[config.mk]
export PLATFORM = sky130hd
export DESIGN_NAME = i2c_pin_override
export DESIGN_NICKNAME = d
export VERILOG_FILES = /design/src/rtl/i2c_pin_override.sv
export SDC_FILE = /design/constraint.sdc
export NUM_CORES = 1
export LEC_CHECK = 0
export ABC_AREA = 1
export BUFFER_PORTS_ARGS = -buffer_cell sky130_fd_sc_hd__clkbuf_2
export CORE_UTILIZATION = 35
export DETAILED_ROUTE_END_ITERATION = 6
export GPL_ROUTABILITY_DRIVEN = 0
export PLACE_DENSITY = 0.74
export SYNTH_ARGS = -nofsm -noshare
export SYNTH_HDL_FRONTEND = slang
export SYNTH_SLANG_ARGS = --single-unit
export TNS_END_PERCENT = 50
[constraint.sdc]
create_clock -name clk -period 1 [get_ports clk]
set_clock_uncertainty 0.05 [all_clocks]
set_input_delay 0.25 -clock clk [delete_from_list [all_inputs] [get_ports clk]]
set_output_delay 0.25 -clock clk [all_outputs]
set_load 0.02 [all_outputs]
[src/rtl/i2c_pin_override.sv]
module i2c_pin_override #(
  parameter int ADDR_W = 8,
  parameter int DATA_W = 16,
  parameter int SYNC_STAGES = 2,
  parameter logic [ADDR_W-1:0] OFS_FUNC = 'h48,
  parameter logic [ADDR_W-1:0] OFS_DIR  = 'h4C,
  parameter logic [ADDR_W-1:0] OFS_LVL  = 'h50,
  parameter logic [ADDR_W-1:0] OFS_DATA = 'h54,
  parameter logic [ADDR_W-1:0] OFS_SET  = 'h58,
  parameter logic [ADDR_W-1:0] OFS_CLR  = 'h5C
) (
  input  logic              clk,
  input  logic              rst_n,
  input  logic              reg_wr,
  input  logic [ADDR_W-1:0] reg_addr,
  input  logic [DATA_W-1:0] reg_wdata,
  output logic [DATA_W-1:0] reg_rdata,
  input  logic              eng_scl_low,
  input  logic              eng_sda_low,
  input  logic              scl_pad_in,
  input  logic              sda_pad_in,
  output logic              scl_pad_low,
  output logic              sda_pad_low
);
  localparam int PAD_W = DATA_W - 2;

  logic       func_en;
  logic [1:0] dir_q;
  logic [1:0] out_q;
  logic [SYNC_STAGES-1:0] scl_sync, sda_sync;
  logic [1:0] lvl;

  always_ff @(posedge clk) begin
    if (!rst_n) begin
      func_en <= 1'b0;
      dir_q   <= 2'b00;
      out_q   <= 2'b11;
    end else if (reg_wr) begin
      case (reg_addr)
        OFS_FUNC: func_en <= reg_wdata[0];
        OFS_DIR:  dir_q   <= reg_wdata[1:0];
        OFS_DATA: out_q   <= reg_wdata[1:0];
        OFS_SET:  out_q   <= out_q | reg_wdata[1:0];
        OFS_CLR:  out_q   <= out_q & ~reg_wdata[1:0];
        default: ;
      endcase
    end
  end

  always_ff @(posedge clk) begin
    if (!rst_n) begin
      scl_sync <= '1;
      sda_sync <= '1;
    end else begin
      scl_sync <= {scl_sync[SYNC_STAGES-2:0], scl_pad_in};
      sda_sync <= {sda_sync[SYNC_STAGES-2:0], sda_pad_in};
    end
  end

  assign lvl = {sda_sync[SYNC_STAGES-1], scl_sync[SYNC_STAGES-1]};

  always_comb begin
    case (reg_addr)
      OFS_FUNC: reg_rdata = {{(DATA_W-1){1'b0}}, func_en};
      OFS_DIR:  reg_rdata = {{PAD_W{1'b0}}, dir_q};
      OFS_LVL:  reg_rdata = {{PAD_W{1'b0}}, lvl};
      OFS_DATA: reg_rdata = {{PAD_W{1'b0}}, out_q};
      default:  reg_rdata = '0;
    endcase
  end

  assign scl_pad_low = func_en ? (dir_q[0] & ~out_q[0]) : eng_scl_low;
  assign sda_pad_low = func_en ? (dir_q[1] & ~out_q[1]) : eng_sda_low;
endmodule


==> metrics.yaml <==
status: "finished, violations left"
violations: "setup timing"
vias: 707
p_comb_share_pct: 25.1
fin_cells: 162
timing.final.crit_period_ps: 1355
p_leak_nw: 0.5248
p_int_mw: 0.5889
cts_hold_buf: 0
initial_core_util_pct: 37.87
hold_path.class: "input port to flop"
io_buffer_count: 20
ir_drop_v: 0.0008932
setup_viol: 6
drv_cap: 0
min-delay-start: "sda_pad_in"
total_power_mw: 0.8710
power_density_mw_per_mm2: 869.1
clk-insertion-delay-late_ps: 260
grt_start_max_net_pins: 10
fin_crit_sh_pct: 135.5
drcViolationCount: 0
multi_input_area_um2: 464.2
netlist_instances: 105
dr.pass1.iters: 4
n_fill_cell: 175
netlist_area_um2: 668.1
slew_violations: 0
avgSynthCellArea_um2: 6.363
drtAntennaViolNets: 0
n_antenna_cell: 0
layout-drive-gt1-share_pct: 51.09
wl_um: 1536
tritoncts: "built"
dieHeight_um: 45.69
fin_ws_ps: -355.4
register_area_um2: 186.4
max_freq_mhz: 737.8
drt_iter0_drc: 9
crit_type: "input port to primary output"
switching_power_mw: 0.2821
cp.required_ps: 700
p_sw_share_pct: 32.39
slowest_delay_ps: 240
regToRegStartpoint: "func_en"
hold_viol: 0
path_delay_family: "simple AND/OR/NAND/NOR gates"
critical_path.endpoint_type: "primary output"
grt_usage_pct: 18.09
clock_power_share_pct: 32.4
dieArea_mm2: 0.002088
io_pins: 49
hpwl_um: 1217
ys_types: 16
via_per_inst: 4.364
rows: 15
overflow: 0
ys_ff_latch: 9
worstPathArrival_ps: 1060
grt_first_pass_wirelength_um: 2691
cp-start-kind: "input port"
htreeDepth: 1
crit_slowest_cell: "nor3_4"
area_growth_pct: 50.00
antenna_found_initial: 0
cts-buffers-inserted: 3
die_w_um: 45.69
core_mm2: 0.001764
finish.utilization_pct: 56.81
yosys_warnings: 0
rsz0062_at_grt: "true"
post_drt_wl_per_cell_um: 9.481
cp_cell_sequence: "buf_2, inv_4, nor3_4, nand3_2, nand4_1, clkbuf_8"
pre_cts_ws_ps: -381.4
clockBufferDepth: 2
critPathLaunch: "reg_addr[3]"
clock_sinks: 9
ys_seq_area_share_pct: 26.97
crit_buf_inv: 3
dp_cells: 156
cts_root_buf: "clkbuf_4"
seq_power_share_pct: 42.4
critPathMaxFanout: 3
nets: 169
grt_pass1_vias: 657
clk_pin_slew_ps: 60
-- area by class of cell --
cell class | instances | share of cell area [%]
inverter | 17 | 7.366
timing repair buffer | 30 | 21.85
sequential | 9 | 18.60
clock buffer | 3 | 2.247
clock inverter | 1 | 0.4994
multi-input combinational | 77 | 46.32
tap | 25 | 3.121
-- flip-flops by register name, indices dropped and copies added (netlist names) --
signal / cells
func_en: 1
sda_sync: 2
dir_q: 2
scl_sync: 2
out_q: 2
-- logic make-up after synthesis --
kind of cell | count (synthesis) | share of synthesized area, %
simple gates | 61 | 43.82
buf+inv | 32 | 26.40
flops | 9 | 26.97
compound gates | 2 | 2.247
other cells | 1 | 0.5613
-- synthesized netlist by cell type --
| cell type | number | area, um2 |
|---|---|---|
| conb_1 | 1 | 3.750 |
| nand3_2 | 1 | 10.01 |
| nand3_1 | 16 | 80.08 |
| o31ai_1 | 2 | 15.01 |
| nor2_4 | 1 | 11.26 |
| inv_2 | 2 | 7.510 |
| nand4_1 | 1 | 6.260 |
| buf_4 | 15 | 112.6 |
| nand2_2 | 4 | 25.02 |
| nor2_1 | 11 | 41.29 |
| inv_1 | 15 | 56.30 |
| nor3_1 | 1 | 5.000 |
| nor2_2 | 4 | 25.02 |
| dfxtp_1 | 9 | 180.2 |
| nor3_2 | 1 | 10.01 |
| nand2_1 | 21 | 78.83 |
-- final timing paths --
path             endpoint  slack, ps  cells after the start
max          reg_rdata[0]       -360                      6
min           sda_sync[0]        110                      3
max reg2reg       func_en        270                      4
min reg2reg   scl_sync[1]        350                      2
-- worst register-to-register path, stage by stage, from the launching register on --
cell and delay, ps:
dfxtp_2 340, inv_4 90, nand2_1 60, nand2_1 50
nor2_1 40
-- through the flow --
step           instance area (um2)  TNS [ps]  hold slack, ps
6_report                      1002     -1379           105.4
5_1_grt                       1002     -1823           103.2
4_1_cts                      973.4     -1423           99.31
3_5_place_dp                 857.1     -2290           334.1
3_3_place_gp                 857.1     -1955           332.3
2_1_floorplan                778.2    -256.1           284.8
-- power by group through the flow --
stage          clock network [mW]  logic [mW]  registers (mW)
6_report                    0.282       0.219           0.370
5_1_grt                     0.318       0.240           0.370
4_1_cts                     0.292       0.209           0.369
3_5_place_dp                    0       0.186           0.377
3_3_place_gp                    0       0.181           0.377
2_1_floorplan                   0       0.161           0.377
-- layer usage --
metal  wire [um]  vias up  global-route usage [%]
li1            -      358                       -
met1         620      312                   22.17
met2         798       33                   29.14
met3          91        4                   3.175
met4          26        0                   11.18
met5           0        -                       0
-- cells in the final DEF, fill, tap and decap left out --
cell type,instances
buf_4,9
inv_4,4
o31ai_2,1
nand3_4,1
dfxtp_1,4
nand3_2,5
clkbuf_2,14
inv_1,9
buf_8,1
nand2_1,18
buf_2,1
conb_1,14
buf_6,3
inv_2,4
nor2_2,1
dfxtp_2,5
nand3_1,11
clkbuf_8,2
o31ai_4,1
nand2_4,1
clkbuf_4,3
nor3_4,2
nand4_1,1
nor2_1,10
nand2_2,6
clkinv_2,1
nor2_4,5
-- timing repair --
action,CTS,global route
setup endpoints to repair,6,8
buffers inserted,2,0
gates resized for setup,24,11
pin swaps,3,8
(Power assumes the default switching activity.)
